### config.mk
export PLATFORM = sky130hd
export DESIGN_NAME = dual_sync_counter
export DESIGN_NICKNAME = d
export VERILOG_FILES = /design/src/rtl/dsc_pkg.sv /design/src/rtl/dsc_sync.sv /design/src/rtl/dsc_edge_qual.sv /design/src/rtl/dsc_counter.sv /design/src/rtl/dual_sync_counter.sv
export SDC_FILE = /design/constraint.sdc
export NUM_CORES = 1
export LEC_CHECK = 0
export ABC_CLOCK_PERIOD_IN_PS = 1100
export BUFFER_PORTS_ARGS = -buffer_cell sky130_fd_sc_hd__buf_2
export CORE_UTILIZATION = 40
export DETAILED_ROUTE_END_ITERATION = 10
export MAX_ROUTING_LAYER = met4
export PLACE_DENSITY_LB_ADDON = 0.08
export SLEW_MARGIN = 20
export SYNTH_ARGS = -nofsm -noshare
export SYNTH_HDL_FRONTEND = slang
export SYNTH_SLANG_ARGS = --single-unit
### constraint.sdc
create_clock -name clk -period 1.1 [get_ports clk]
set_input_delay 0.11 -clock clk [delete_from_list [all_inputs] [get_ports clk]]
set_output_delay 0.11 -clock clk [all_outputs]
set_load 0.02 [all_outputs]
### src/rtl/dsc_pkg.sv
package dsc_pkg;

    localparam int CNT_W        = 4;
    localparam int NUM_CH       = 2;
    localparam int SYNC_STAGES  = 2;

    typedef struct packed {
        logic rise;
        logic fall;
    } cnt_in_t;

    // Level that opens the count path: rising input high, falling input low.
    function automatic logic gate_level(cnt_in_t s);
        return s.rise & ~s.fall;
    endfunction

endpackage

### src/rtl/dsc_sync.sv
module dsc_sync
    import dsc_pkg::*;
#(
    parameter int STAGES = SYNC_STAGES
) (
    input  logic    clk,
    input  logic    rst,
    input  cnt_in_t d_i,
    output cnt_in_t q_o
);

    cnt_in_t stg [STAGES];

    always_ff @(posedge clk) begin
        if (rst) stg[0] <= '0;
        else     stg[0] <= d_i;
    end

    genvar i;
    generate
        for (i = 1; i < STAGES; i++) begin : g_stage
            always_ff @(posedge clk) begin
                if (rst) stg[i] <= '0;
                else     stg[i] <= stg[i-1];
            end
        end
    endgenerate

    assign q_o = stg[STAGES-1];

endmodule

### src/rtl/dsc_edge_qual.sv
module dsc_edge_qual
    import dsc_pkg::*;
(
    input  logic    clk,
    input  logic    rst,
    input  cnt_in_t s_i,
    output logic    pulse_o
);

    logic gate_now;
    logic gate_q;

    assign gate_now = gate_level(s_i);

    always_ff @(posedge clk) begin
        if (rst) gate_q <= 1'b0;
        else     gate_q <= gate_now;
    end

    assign pulse_o = gate_now & ~gate_q;

    // A qualified edge gives one pulse, never a run of pulses.
    assert_single_pulse_R10: assert property (@(posedge clk) disable iff (rst)
        pulse_o |=> !pulse_o);

    // No pulse while the rising input is low or the falling input is high.
    assert_disabled_no_pulse_R4: assert property (@(posedge clk) disable iff (rst)
        (!s_i.rise || s_i.fall) |-> !pulse_o);

endmodule

### src/rtl/dsc_counter.sv
module dsc_counter
    import dsc_pkg::*;
#(
    parameter int WIDTH = CNT_W
) (
    input  logic             clk,
    input  logic             rst,
    input  logic             clr_i,
    input  logic             pulse_i,
    output logic [WIDTH-1:0] q_o
);

    logic [WIDTH:0]   carry;
    logic [WIDTH-1:0] nxt;
    logic [WIDTH-1:0] q;

    assign carry[0] = pulse_i;

    genvar i;
    generate
        for (i = 0; i < WIDTH; i++) begin : g_bit
            assign carry[i+1] = carry[i] & q[i];
            assign nxt[i]     = q[i] ^ carry[i];
        end
    endgenerate

    always_ff @(posedge clk or posedge clr_i) begin
        if (clr_i)    q <= '0;
        else if (rst) q <= '0;
        else          q <= nxt;
    end

    assign q_o = q;

    // Each pulse adds exactly one, wrapping modulo 2**WIDTH.
    assert_increment_R5: assert property (@(posedge clk) disable iff (rst || clr_i)
        pulse_i |=> q == WIDTH'($past(q) + 1'b1));

    // Without a pulse the count holds.
    assert_hold_R10: assert property (@(posedge clk) disable iff (rst || clr_i)
        !pulse_i |=> $stable(q));

    // Clear keeps the count at zero.
    assert_clear_zero_R6: assert property (@(posedge clk) disable iff (rst)
        clr_i |-> q == '0);

endmodule

### src/rtl/dual_sync_counter.sv
module dual_sync_counter
    import dsc_pkg::*;
#(
    parameter int NCH   = NUM_CH,
    parameter int WIDTH = CNT_W,
    parameter int SYNC  = SYNC_STAGES
) (
    input  logic                 clk,
    input  logic                 rst,
    input  logic [NCH-1:0]       rise_in,
    input  logic [NCH-1:0]       fall_in,
    input  logic [NCH-1:0]       clr_in,
    output logic [NCH*WIDTH-1:0] count_o
);

    genvar c;
    generate
        for (c = 0; c < NCH; c++) begin : g_ch
            cnt_in_t raw;
            cnt_in_t synced;
            logic    pulse;

            assign raw.rise = rise_in[c];
            assign raw.fall = fall_in[c];

            dsc_sync #(.STAGES(SYNC)) u_sync (
                .clk (clk),
                .rst (rst),
                .d_i (raw),
                .q_o (synced)
            );

            dsc_edge_qual u_qual (
                .clk     (clk),
                .rst     (rst),
                .s_i     (synced),
                .pulse_o (pulse)
            );

            dsc_counter #(.WIDTH(WIDTH)) u_cnt (
                .clk     (clk),
                .rst     (rst),
                .clr_i   (clr_in[c]),
                .pulse_i (pulse),
                .q_o     (count_o[c*WIDTH +: WIDTH])
            );
        end
    endgenerate

    // System reset leaves every counter at zero.
    assert_reset_zero_R7: assert property (@(posedge clk)
        rst |=> count_o == '0);

endmodule

Word-level counts from Yosys, hierarchy flattened:

Memory sizes are Yosys's and may differ from the RTL's.
Index checks and enable logic that the tools add are counted.

* register bits after elaboration: 10
* memory bits (writable): 8
* input bits: 8
* output and inout bits: 8
* logic and storage cells: 41
* memories: 2

Memories
* g_ch[0].u_sync.stg: depth 2, width 2, read ports 2, clocked after Yosys merged registers in 0, wr ports 2, RTL line dsc_sync.sv:12 `cnt_in_t stg [STAGES];`
* g_ch[1].u_sync.stg: depth 2, width 2, read ports 2, clocked after Yosys merged registers in 0, wr ports 2, RTL line dsc_sync.sv:12

* muxes and demuxes: 9
* bitwise logic cells: 26

Operator list (count)
* 1-bit AND: 10
* 2-bit 2-to-1 mux: 4
* 4-bit 2-to-1 mux: 2
* 1-bit bitwise XOR: 8
* 1-bit inverter: 4
* 1-bit bitwise OR: 4
* 1-bit 2-to-1 mux: 3

Logic depth before layout (Yosys ltp):

Gate-level depths: netlist of run 1.

* word-level depth: 8
* mapped depth: 7
* gate-level depth less buffers: 7

By module:

From an unflattened synthesis of run 1, not the netlist that was laid out.

* cells, all modules: 48
* area, all modules: 625.6 um^2

By module, submodules not included
* dsc_counter: times used 2, cells each 13, area an instance 172.7 um^2, sequential area each 100.1 um^2
* dsc_sync: times used 2, cells each 8, area an instance 105.1 um^2, sequential area each 80.1 um^2
* dsc_edge_qual: times used 2, cells each 3, area an instance 35.0 um^2, sequential area each 20.0 um^2

Worst setup path before layout of run 1:

OpenSTA, ideal clock, no wires.

* path type: register -> register
* start point: register g_ch[0].u_cnt.q[0]
* end point: register g_ch[0].u_cnt.q[2]
* setup time: 118 ps
* data arrival time: 1197 ps
* required time: 982 ps
* path slack: -215 ps
* stages on the path, launching flop included: 5
* path buffers: 0
* period minus slack after synthesis: 1315 ps
* cells stage by stage: dfrtp_1 > ha_1 > ha_1 > ha_1 > nor2b_1

* word-level cells in the longest chain between the ends: 4

Ends and longest elaborated chain
* start: declaration: RTL line dsc_counter.sv:15 `logic [WIDTH-1:0] q;`
* start signal: assignment: RTL line dsc_counter.sv:30 `else q <= nxt;`
* 1-bit AND (2 in series): RTL line dsc_counter.sv:22 `assign carry[i+1] = carry[i] & q[i];`
* 1-bit bitwise XOR: RTL line dsc_counter.sv:23 `assign nxt[i] = q[i] ^ carry[i];`
* 4-bit 2-to-1 mux: RTL line dsc_counter.sv:29 `else if (rst) q <= '0;`

Every way passes these cells.
A chain may end at the register's enable or synchronous reset.

==> results summary, run 1 <==
The initial antenna violation count came out at 0. For the pin with the worst max-slew slack, the measured transition is 0.305 ns. The number of design rule violations left after detail routing came out at 0. The sequential share of the synthesized area came out at 62.6%. The number of nets still failing antenna checks after routing came out at 0. The worst setup path is launched from a flip-flop. CTS built an H-tree with a depth of 1. The number of distinct standard cells referenced by the synthesized netlist came out at 10.

The clock buffer count from CTS is 3. The clock transition time at the flip-flop clock pins of the worst setup and hold paths is 0.10 ns. The net switching power figure is between 200 and 250 uW. The cell leakage power came out at 0.451 nW. The slack of the critical path came out at -0.121 ns.

In the layout the commonest cells are 15 x buf_2, 9 x dfxtp_1, 7 x and2b_1. The worst setup path is captured at a flip-flop. The placeable core region came out at 0.00151 mm2. At the later pin of the worst-skew pair, clock insertion delay measures a little under 0.3 ns. The final critical path time including I/O delays and setup came out at 1.22 ns. The number of hold violations in the final report was 0. The I/O pin count is 16. Based on the critical path, the design can be clocked at up to roughly 820 MHz. The critical path starts at g_ch[1].u_sync.stg[1][0]$_SDFF_PP0_. The number of pins exceeding their max-slew limit in the final report came out at 0. The global-route wire length before repair came out at 1.46 mm. The number of DRC markers in iteration 0 is 2. The combined area of all synthesized cells is 639 um2. After layout, the design draws a total of 1.17 mW. At the worst endpoint, the arrival time is ~1.4 ns. The worst path uses 111% of the clock period.

The peak fanout along the critical path is 2. Fill cells in the final layout number between 100 and 150. The count of synthesis-stage warnings from yosys came out at 0. The clock tree from TritonCTS is yes. The longest clock path from root to sink contains 2 buffers. The total vias in the final route came out at 402. The worst register-to-register path begins at g_ch[1].u_sync.stg[1][0]$_SDFF_PP0_. Per report_power, the combinational group accounts for between 7 and 8% of the total. The starting utilization of the core area is 42.4%. Max-cap violations in this run came to 0. The clock tree skew after final layout came out at 0.00280 ns.

The count of mapped cells out of synthesis came out at 51. The final reports fail on setup timing. The worst hold path begins at rise_in[0]. The min-delay analysis places its worst path in the category in2reg.

The share of total power dissipated in sequential elements is 58.8%. The relative area change from synthesis to final layout is 47.7%. The per-cell via count in the routed design is 4.42. The number of nets in the layout is 90. Setup repair after global routing could not meet its margin everywhere. The flow ran to the end, but the final reports show violations. Of the cells placed in the final design, the portion with a size suffix greater than 1 is 52.0%. The number of endpoints failing setup at the final stage came out at 4. The overall die area came out at 0.00176 mm2. After detailed routing, the total wire length is 887 um.

The congestion estimate from routability-driven global placement came to 0.649. The power density over the cells came out at 1240 mW/mm2. The relative slew slack came out at 79.7%.

The number of non-filler instances in the completed layout came out at 91. Leaving out fill and tap cells, the most frequent cell in the layout is buf_2. The synthesized net count came out at 65.

A synthesized cell averages 12.5 um2. The final design instance area without fill came out at 945 um2. Of the total power, the share spent switching nets is around a fifth.

The overall die width came out at 42.0 um. Measured along the y axis, the die boundary spans 42.0 um. For the worst setup path, the data required time is about 1.3 ns. The internal power of the cells totals 925 uW. The critical setup path kind is reg2reg. The count of state elements after synthesis came out at 18.

For this run, the total global-route usage over all layers was measured as a little under an eighth. The cell sitting at the root of the clock tree is a clkbuf_4. After detailed routing, the average wire length per cell comes to 9.75 um.

The global route total overflow came out at 0. The initialized floorplan defines 14 standard-cell rows. The tree built by TritonCTS fans out to 18 sinks. 0 antenna diodes ended up in the layout. The final core utilization is between 60% and 70%. The pin count of the biggest net entering global routing came out at 19. The port buffer count came out at 15. Once placement completed, the tool counted placed cells totaling 81. VDD sags by at most about 0.84 mV. The clock network fraction of design power is approximately a third.

The number of global-route vias before repair came out at 361. The number of search-and-repair iterations in the first detailed-routing pass came out at 4. The pre-CTS setup slack is -0.154 ns. The placed cell area came out at 835 um2.
==> critical path, cell delays in order, from the launching register on <==
cell and delay (ns):
dfxtp_1 0.32, nand2b_4 0.13, nor2_4 0.04, ha_4 0.15, ha_4 0.15, ha_4 0.20, nor2b_1 0.12
==> area by class of cell <==
cell class | count | area (um2) | area share [%]
flip-flops and latches | 18 | 404 | 42.8
multi-input cells | 30 | 352 | 37.2
repair buffers | 21 | 125 | 13.2
clock buffers | 4 | 36.3 | 3.84
well taps | 16 | 20.0 | 2.12
inverters | 2 | 7.51 | 0.795
==> layer usage <==
layer	share of wire (%)	GRT usage [%]	vias to the layer above	wire, um
li1	-	-	205	-
met1	50	13.7	183	441
met2	44	18.1	14	394
met3	5.6	3.02	0	50
met4	0	7.74	0	0
met5	0	-	-	0
==> kinds of logic after synthesis <==
| logic type | count (synthesis) | synth area share [%] |
|---|---|---|
| xor gates and xnor gates | 2 | 2.74 |
| adders and majority gates | 6 | 11.7 |
| buffers and inverters | 3 | 2.35 |
| DFF | 18 | 62.6 |
| and+or+nand+nor | 22 | 20.5 |
==> Yosys cell counts <==
master     n  share of area [%]
and2b_1    7                8.2
buf_4      1                1.2
dfrtp_1    8                 31
dfxtp_1   10                 31
ha_1       6                 12
inv_1      2                1.2
nand2b_1   2                2.0
nor2_1     6                3.5
nor2b_1    7                6.8
xnor2_1    2                2.7
==> state kept, by name (all words and copies together) (netlist names) <==
register	flops
g_ch.u_qual.gate_q	2
g_ch.u_cnt.q_o	8
g_ch.u_sync.stg	8
==> power groups by stage <==
stage          Combinational [mW]  Clock, mW  Sequential, mW
3_5_place_dp               0.0725          0           0.702
6_report                   0.0842      0.397           0.688
5_1_grt                    0.0945      0.438           0.690
2_1_floorplan              0.0431          0           0.707
3_3_place_gp               0.0721          0           0.701
4_1_cts                    0.0811      0.420           0.688
==> worst paths after layout <==
check,to,slack (ns),depth (start not counted)
setup / recovery,g_ch[1].u_cnt.q_o[2]$_DFF_PP0_,-0.12,6
hold / removal,g_ch[0].u_sync.stg[0][1]$_SDFF_PP0_,0.02,2
setup reg to reg,g_ch[1].u_cnt.q_o[2]$_DFF_PP0_,-0.12,6
hold reg to reg,g_ch[1].u_sync.stg[1][1]$_SDFF_PP0_,0.44,1
max in group asynchronous,g_ch[0].u_cnt.q_o[0]$_DFF_PP0_,0.69,3
min in group asynchronous,g_ch[1].u_cnt.q_o[0]$_DFF_PP0_,0.24,3
==> through the flow <==
step,TNS [ns],hold slack (ns)
finish,-0.466,0.0177
global route,-0.767,0.00970
CTS,-0.507,0.00629
detailed placement,-0.596,-0.000706
global placement,-0.503,-0.00115
floorplan,-0.382,-0.124
==> what timing repair did <==
action | 4_1_cts | 5_1_grt
resized for setup | 2 | 2
hold buffers | 2 | 0
pin swaps | 4 | 0
setup buffers | 2 | 2
endpoints found under the hold margin | 8 | 0
setup endpoints to repair | 6 | 6
(Power assumes the default switching activity.)
==> run 2, diff against run 1 <==
--- a/config.mk
+++ b/config.mk
@@ -6,7 +6,7 @@
 export NUM_CORES = 1
 export LEC_CHECK = 0
 export ABC_CLOCK_PERIOD_IN_PS = 1100
-export BUFFER_PORTS_ARGS = -buffer_cell sky130_fd_sc_hd__buf_2
+export BUFFER_PORTS_ARGS = -buffer_cell sky130_fd_sc_hd__buf_4
 export CORE_UTILIZATION = 40
 export DETAILED_ROUTE_END_ITERATION = 10
 export MAX_ROUTING_LAYER = met4
==> run 2 against run 1 <==
Sequential power is essentially flat; hold slack gained 0.0054 ns; final area grew 0.13%; critical path depth is the same; clock-buffer cell count shrank 1; clock skew shrank 0.0021 ns; sequential cell count is the same; the flow still finishes with violations (setup timing); routed wire length shrank 2.9%; clock power shrank 21%; sequential share of layout area shrank 0.057 points; combinational power grew 4.9%; worst setup slack gained 0.0067 ns.
==> results summary, run 2 (synthesized netlist as in run 1, its figures left out) <==
The flow ran to the end, but the final reports show violations. The final reports fail on setup timing. Setup repair after global routing could not meet its margin everywhere. The clock buffer count from CTS came out at 3 (unchanged). The number of antenna diodes came to 0 (unchanged). The worst setup path is captured at a flip-flop. The total number of placement rows came out at 14 (unchanged).

The slack of the critical path came out at -0.114 ns (+0.00670 ns). STA classifies the critical path startpoint as a flip-flop. The final core utilization is 62.8% (+0.083 points).

The filler cell count is 120 (+9.1%). The net switching power figure was 233 uW (-4.4%). The I/O pin count is 16 (unchanged).

The achievable clock frequency is 824 MHz (+0.55%). The H-tree depth is 1 (unchanged). The starting utilization of the core area is 42.4% (unchanged). The final critical-path share of the clock period is 110% (-0.61 points).

The share of post-route cells with drive strength above 1 is 49.3% (-2.7 points). The placed cell area is 872 um2 (+4.5%). The overall die area came out at 0.00176 mm2 (unchanged).

The global-route wire length before repair was 1.48 mm (+0.96%). The number of buffers between clock root and the deepest sink came to 2 (unchanged). The critical register-to-register path startpoint is g_ch[0].u_sync.stg[1][0]$_SDFF_PP0_. The overall power consumption came out at 1.09 mW (-6.9%). The endpoint identified for the worst register-to-register timing path is g_ch[0].u_cnt.q_o[2]$_DFF_PP0_.

The path class of the tightest hold or removal check is in2reg. The overall die width was 42.0 um (unchanged). The sequential share of power came out at 63.2% (+4.4 points).

The vertical extent of the die came out at 42.0 um (unchanged). The per-cell via count in the routed design is 4.55 (+3.0%). The peak fanout along the critical path came out at 2 (unchanged). The sum of negative setup slack came out at -0.441 ns (+0.0250 ns). The number of DRC markers in iteration 0 is 1 (-1). The placeable core region is 0.00151 mm2 (unchanged). The wire length per cell after detailed routing came out at 9.90 um (+1.5%). The pre-CTS setup slack is -0.136 ns (+0.0181 ns). The number of global-route vias before repair came out at 381 (+5.5%). The relative area change from synthesis to final layout is 47.9%.

The number of maximum-capacitance violations is 0 (unchanged). The wire length reported by the detailed router came out at 861 um (-2.9%). The clock network fraction of design power is 28.7% (-5.3 points). The switching power as a share of total power came out at 21.4% (+0.55 points). The arrival time of the worst setup path came out at 1.39 ns (about the same).

The global route total overflow was 0 (unchanged). The number of search-and-repair iterations in the first detailed-routing pass came out at 2 (-2). The final design instance area without fill came out at 946 um2 (+0.13%).

The storage element area was 404 um2 (unchanged). The slack of the worst reg-to-reg path came to -0.11 ns (about the same). The initial antenna violation count is 0 (unchanged). The startpoint identified for the worst hold timing path is rise_in[0]. The slew at the pin closest to its max-slew limit is 0.179 ns (-0.126 ns). The clock sink count came to 18 (unchanged). The cell internal power dissipation came out at 855 uW (-7.5%).

The cell leakage power is 0.436 nW (-3.3%). The number of design rule violations left after detail routing is 0 (unchanged). The number of nets in the layout is 87 (-3.3%).

The area used by multi-input combinational logic is 352 um2 (unchanged). The pin count of the biggest net entering global routing is 19 (unchanged). The port buffer count is 15 (unchanged). The fraction of power consumed by combinational cells came to 8.1% (+0.9 points).

The clock insertion delay at the later pin of the skew report came to 0.28 ns (about the same). The relative slew slack is 88.1% (+8.4 points). The worst hold path terminates at g_ch[0].u_sync.stg[0][1]$_SDFF_PP0_. The critical path in this run is classified as reg2reg.

The routability congestion estimate from global placement is 0.636 (-2.1%). The number of nets still failing antenna checks after routing came out at 0 (unchanged). The cell depth of the worst flop-to-flop path is 6 (unchanged).

The number of endpoints failing setup at the final stage was 5 (+1). The cell count of the worst hold path was 2 (unchanged). The total vias in the final route came to 396 (-1.5%). TritonCTS built the clock tree. The highest ir drop seen on vdd is 0.819 mV (-2.1%). The number of hold violations in the final report is 0 (unchanged). The final critical path time including I/O delays and setup came out at 1.21 ns (-0.00670 ns).

The required time at the endpoint of the critical path is 1.28 ns (about the same). The clock transition time at the flip-flop clock pins of the worst setup and hold paths came out at 0.10 ns (about the same). The overall routing resource usage is 11.6% (-0.27 points).

The library cell used most frequently in the layout, excluding fill and tap cells, is buf_4. The clock tree skew after final layout is 0.000739 ns (-0.00206 ns). In the layout the commonest cells are 16 x buf_4, 9 x dfxtp_1, 7 x and2b_1. The power density over the cells is 1150 mW/mm2 (-7.0%).

The number of pins exceeding their max-slew limit in the final report was 0 (unchanged). Clock tree synthesis selected as its root buffer the cell clkbuf_4.
-- run 2: changes by cell type in the layout (fill, tap and decap cells not counted), sizes merged --
cell and change:
buf -3, clkbuf -1
-- run 2: critical path: stages, from the launching register on --
cell and delay (ns):
dfxtp_2 0.33, nand2b_4 0.14, nor2_4 0.09, ha_4 0.13
ha_4 0.12, ha_4 0.18, nor2b_1 0.12
-- run 2: layout make-up --
class,count,area share (%)
flip-flops and latches,18,42.7
multi-input cells,30,37.2
repair buffers,18,14.8
clock buffers,3,2.38
well taps,16,2.12
inverters,2,0.794
-- run 2: worst max-delay path by stage --
stage	startpoint	to	slack [ns]	cells after the start
2_1_floorplan	g_ch[0].u_sync.stg[1][0]$_SDFF_PP0_	g_ch[0].u_cnt.q_o[2]$_DFF_PP0_	-0.1	6
3_3_place_gp	g_ch[1].u_sync.stg[1][0]$_SDFF_PP0_	g_ch[1].u_cnt.q_o[2]$_DFF_PP0_	-0.13	6
3_5_place_dp	g_ch[1].u_sync.stg[1][0]$_SDFF_PP0_	g_ch[1].u_cnt.q_o[2]$_DFF_PP0_	-0.14	6
4_1_cts	g_ch[0].u_sync.stg[1][0]$_SDFF_PP0_	g_ch[0].u_cnt.q_o[2]$_DFF_PP0_	-0.12	6
5_1_grt	g_ch[0].u_sync.stg[1][0]$_SDFF_PP0_	g_ch[0].u_cnt.q_o[2]$_DFF_PP0_	-0.15	6
6_report	g_ch[0].u_sync.stg[1][0]$_SDFF_PP0_	g_ch[0].u_cnt.q_o[2]$_DFF_PP0_	-0.11	6
-- run 2: through the flow --
| stage | hold WS (ns) | instances |
|---|---|---|
| 4_1_cts | 0.0146 | 87 |
| 5_1_grt | 0.0100 | 87 |
| 6_report | 0.0231 | 87 |
| 3_5_place_dp | 0.00976 | 81 |
| 2_1_floorplan | -0.124 | 51 |
| 3_3_place_gp | 0.00896 | 81 |
-- run 2: layer usage --
layer  up-vias  part of all wire, %  GRT usage, %
li1        196                    -             -
met1       188                   46          14.0
met2        12                   49          17.2
met3         0                  5.0          2.59
met4         0                    0          7.74
met5         -                    0             -
-- run 2: power groups by stage --
stage	clock, mW	combinational, mW	sequential [mW]
3_3_place_gp	0	0.0817	0.701
4_1_cts	0.331	0.0894	0.689
2_1_floorplan	0	0.0431	0.707
5_1_grt	0.352	0.0983	0.690
3_5_place_dp	0	0.0825	0.702
6_report	0.312	0.0883	0.688
-- run 2: repair_timing --
| action | CTS | global route |
|---|---|---|
| hold buffers | 2 | 0 |
| hold endpoints to repair | 8 | 0 |
| gates resized for setup | 3 | 1 |
| pin swaps | 4 | 0 |
| setup endpoints to repair | 6 | 6 |
| buffers inserted | 1 | 0 |
==> run 3, diff against run 2 <==
--- a/config.mk
+++ b/config.mk
@@ -8,9 +8,11 @@
 export ABC_CLOCK_PERIOD_IN_PS = 1100
 export BUFFER_PORTS_ARGS = -buffer_cell sky130_fd_sc_hd__buf_4
 export CORE_UTILIZATION = 40
+export CTS_CLUSTER_DIAMETER = 200
 export DETAILED_ROUTE_END_ITERATION = 10
 export MAX_ROUTING_LAYER = met4
 export PLACE_DENSITY_LB_ADDON = 0.08
+export SETUP_SLACK_MARGIN = 0.5
 export SLEW_MARGIN = 20
 export SYNTH_ARGS = -nofsm -noshare
 export SYNTH_HDL_FRONTEND = slang
==> run 3 against run 2 <==
The flow still finishes with violations (setup timing); routed wire length grew 2.9%; combinational power up 2.6%; maximum frequency hardly changed; non-clock buffer count grew 2; sequential share of layout area down 1.6 points; sequential cell count did not move; clock-buffer cell count unchanged; global-route usage grew 0.28 points; die area unchanged; power grew 0.58%; first-iteration DRC count is 100% lower; largest cell class unchanged; largest power group unchanged; highest routed layer unchanged.
==> results summary, run 3 (synthesized netlist as in run 1, its figures left out) <==
The number of DRC markers in iteration 0 is 0 (-1). The relative slew slack was 88.3% (+0.22 points). The wire length reported by the detailed router came out at 886 um (+2.9%). The initial antenna violation count came out at 0 (unchanged). The number of global-route vias before repair came out at 396 (+3.9%). The final reports fail on setup timing. The clock network fraction of design power is 28.8% (about the same). The overall die area is 0.00176 mm2 (unchanged).

The peak fanout along the critical path is 2 (unchanged). The number of maximum-capacitance violations is 0 (unchanged). The per-cell via count in the routed design came out at 4.46 (-2.0%). The final critical-path share of the clock period came out at 110% (about the same). The slew at the pin closest to its max-slew limit is 0.176 ns (-0.00335 ns). The overall die width is 42.0 um (unchanged). Setup repair after global routing could not meet its margin everywhere.

The clock transition time at the flip-flop clock pins of the worst setup and hold paths is 0.10 ns (about the same). The H-tree depth is 1 (unchanged). The achievable clock frequency is 823 MHz (about the same). The total vias in the final route came out at 397 (+0.25%). The run finished, with violations left. The library cell used most frequently in the layout, excluding fill and tap cells, is buf_4. The number of endpoints failing setup at the final stage is 5 (unchanged).

The share of post-route cells with drive strength above 1 came out at 50.7% (+1.4 points). The clock buffer count from CTS is 3 (unchanged). The number of hold violations in the final report was 0 (unchanged). The highest ir drop seen on vdd is 0.832 mV (+1.6%). The port buffer count came out at 15 (unchanged). The net switching power figure came out at 237 uW (+1.5%). The cell internal power dissipation is 858 uW (+0.33%). The wire length per cell after detailed routing was 9.96 um (+0.59%).

The switching power as a share of total power is 21.6% (+0.20 points). The worst setup path is of the reg2reg kind. The cell leakage power is 0.451 nW (+3.4%).

The routability congestion estimate from global placement is 0.636 (unchanged). In this run the worst hold path is classified as in2reg. The power density over the cells came out at 1110 mW/mm2 (-3.3%). The number of pins exceeding their max-slew limit in the final report was 0 (unchanged). The pin count of the biggest net entering global routing came out at 19 (unchanged). The slack of the critical path came out at -0.115 ns (-0.00114 ns). The tree is rooted in a clkbuf_4. The fraction of power consumed by combinational cells came out at 8.3% (+0.2 points). The I/O pin count is 16 (unchanged). The number of design rule violations left after detail routing is 0 (unchanged). The number of nets in the layout came out at 89 (+2.3%).

The library cells used most frequently in the layout, excluding fill and tap cells, are 12 x buf_4, 9 x dfxtp_1, 7 x and2b_1. The filler cell count is 116 (-3.3%). The vertical extent of the die was 42.0 um (unchanged). The overall routing resource usage was 11.8% (+0.28 points). The total number of placement rows came to 14 (unchanged). The relative area change from synthesis to final layout is 53.8%. The arrival time of the worst setup path came to 1.39 ns (about the same). The placeable core region is 0.00151 mm2 (unchanged).

The number of nets still failing antenna checks after routing came out at 0 (unchanged). The required time at the endpoint of the critical path is 1.28 ns (about the same). The sequential share of power came to 62.9% (-0.3 points).

The global route total overflow came out at 0 (unchanged). The final critical path time including I/O delays and setup is 1.22 ns (+0.00114 ns). The final core utilization is 65.3% (+2.5 points). The starting utilization of the core area is 42.4% (unchanged). The clock sink count came out at 18 (unchanged). The clock insertion delay at the later pin of the skew report came out at 0.28 ns (about the same). The clock tree skew after final layout came out at 0.00118 ns (+0.000445 ns). The global-route wire length before repair came out at 1.52 mm (+2.8%).

The endpoint kind of the worst setup timing path is a flip-flop. The number of search-and-repair iterations in the first detailed-routing pass was 1 (-1). The type of element launching the critical path is a flip-flop. The number of antenna diodes is 0 (unchanged). The overall power consumption is 1.09 mW (+0.58%). The number of buffers between clock root and the deepest sink came to 2 (unchanged). TritonCTS built the clock tree.
run 3: what timing repair did:
| item | CTS | global route |
|---|---|---|
| endpoints found under the hold margin | 8 | 0 |
| pin swaps | 4 | 1 |
| resized for setup | 9 | 1 |
| buffers inserted | 3 | 0 |
| hold buffers | 2 | 0 |
| endpoints found under the setup margin | 17 | 18 |
run 3: through the flow:
| step | hold slack, ns | instance area, um2 | setup TNS (ns) | setup WS (ns) | cells |
|---|---|---|---|---|---|
| floorplan | -0.124 | 747 | -0.382 | -0.0985 | 51 |
| global placement | 0.00896 | 872 | -0.456 | -0.129 | 81 |
| detailed placement | 0.00976 | 872 | -0.501 | -0.136 | 81 |
| CTS | 0.0146 | 976 | -0.473 | -0.122 | 89 |
| global route | 0.0100 | 983 | -0.677 | -0.153 | 89 |
| finish | 0.0242 | 983 | -0.454 | -0.115 | 89 |
run 3: cell type report:
cell class              count  area (um2)  area share, %
well taps                  16        20.0           2.04
clock buffers               3        22.5           2.29
multi-input cells          30         352           35.8
repair buffers             20         178           18.1
flip-flops and latches     18         404           41.1
inverters                   2        7.51          0.763
run 3: power groups by stage:
stage | combinational (mW) | clock (mW) | sequential, mW
detailed placement | 0.0825 | 0 | 0.702
global route | 0.101 | 0.352 | 0.691
global placement | 0.0817 | 0 | 0.701
CTS | 0.0921 | 0.331 | 0.689
floorplan | 0.0431 | 0 | 0.707
finish | 0.0906 | 0.315 | 0.689
run 3: critical path, cell delays in order (launching register included):
cell and delay (ns):
dfxtp_2 0.33, nand2b_4 0.14, nor2_4 0.09, ha_4 0.13, ha_4 0.12, ha_4 0.18
nor2b_1 0.12
run 3: worst paths after layout:
path                                                startpoint                                   to  slack [ns]  cells after the start
max                        g_ch[0].u_sync.stg[1][0]$_SDFF_PP0_       g_ch[0].u_cnt.q_o[2]$_DFF_PP0_       -0.12                      6
min                                                 rise_in[0]  g_ch[0].u_sync.stg[0][1]$_SDFF_PP0_        0.02                      2
max in group asynchronous                            clr_in[1]       g_ch[1].u_cnt.q_o[0]$_DFF_PP0_        0.68                      3
min reg2reg                g_ch[1].u_sync.stg[0][1]$_SDFF_PP0_  g_ch[1].u_sync.stg[1][1]$_SDFF_PP0_        0.44                      1
min in group asynchronous                            clr_in[0]       g_ch[0].u_cnt.q_o[1]$_DFF_PP0_        0.25                      3
max reg2reg                g_ch[0].u_sync.stg[1][0]$_SDFF_PP0_       g_ch[0].u_cnt.q_o[2]$_DFF_PP0_       -0.12                      6
run 3: metal layers:
layer	GRT usage, %	vias up	share of wire [%]
met5	-	-	0
met3	2.59	0	4.4
met4	7.74	0	0
met2	17.8	12	49
li1	-	200	-
met1	14.3	185	47
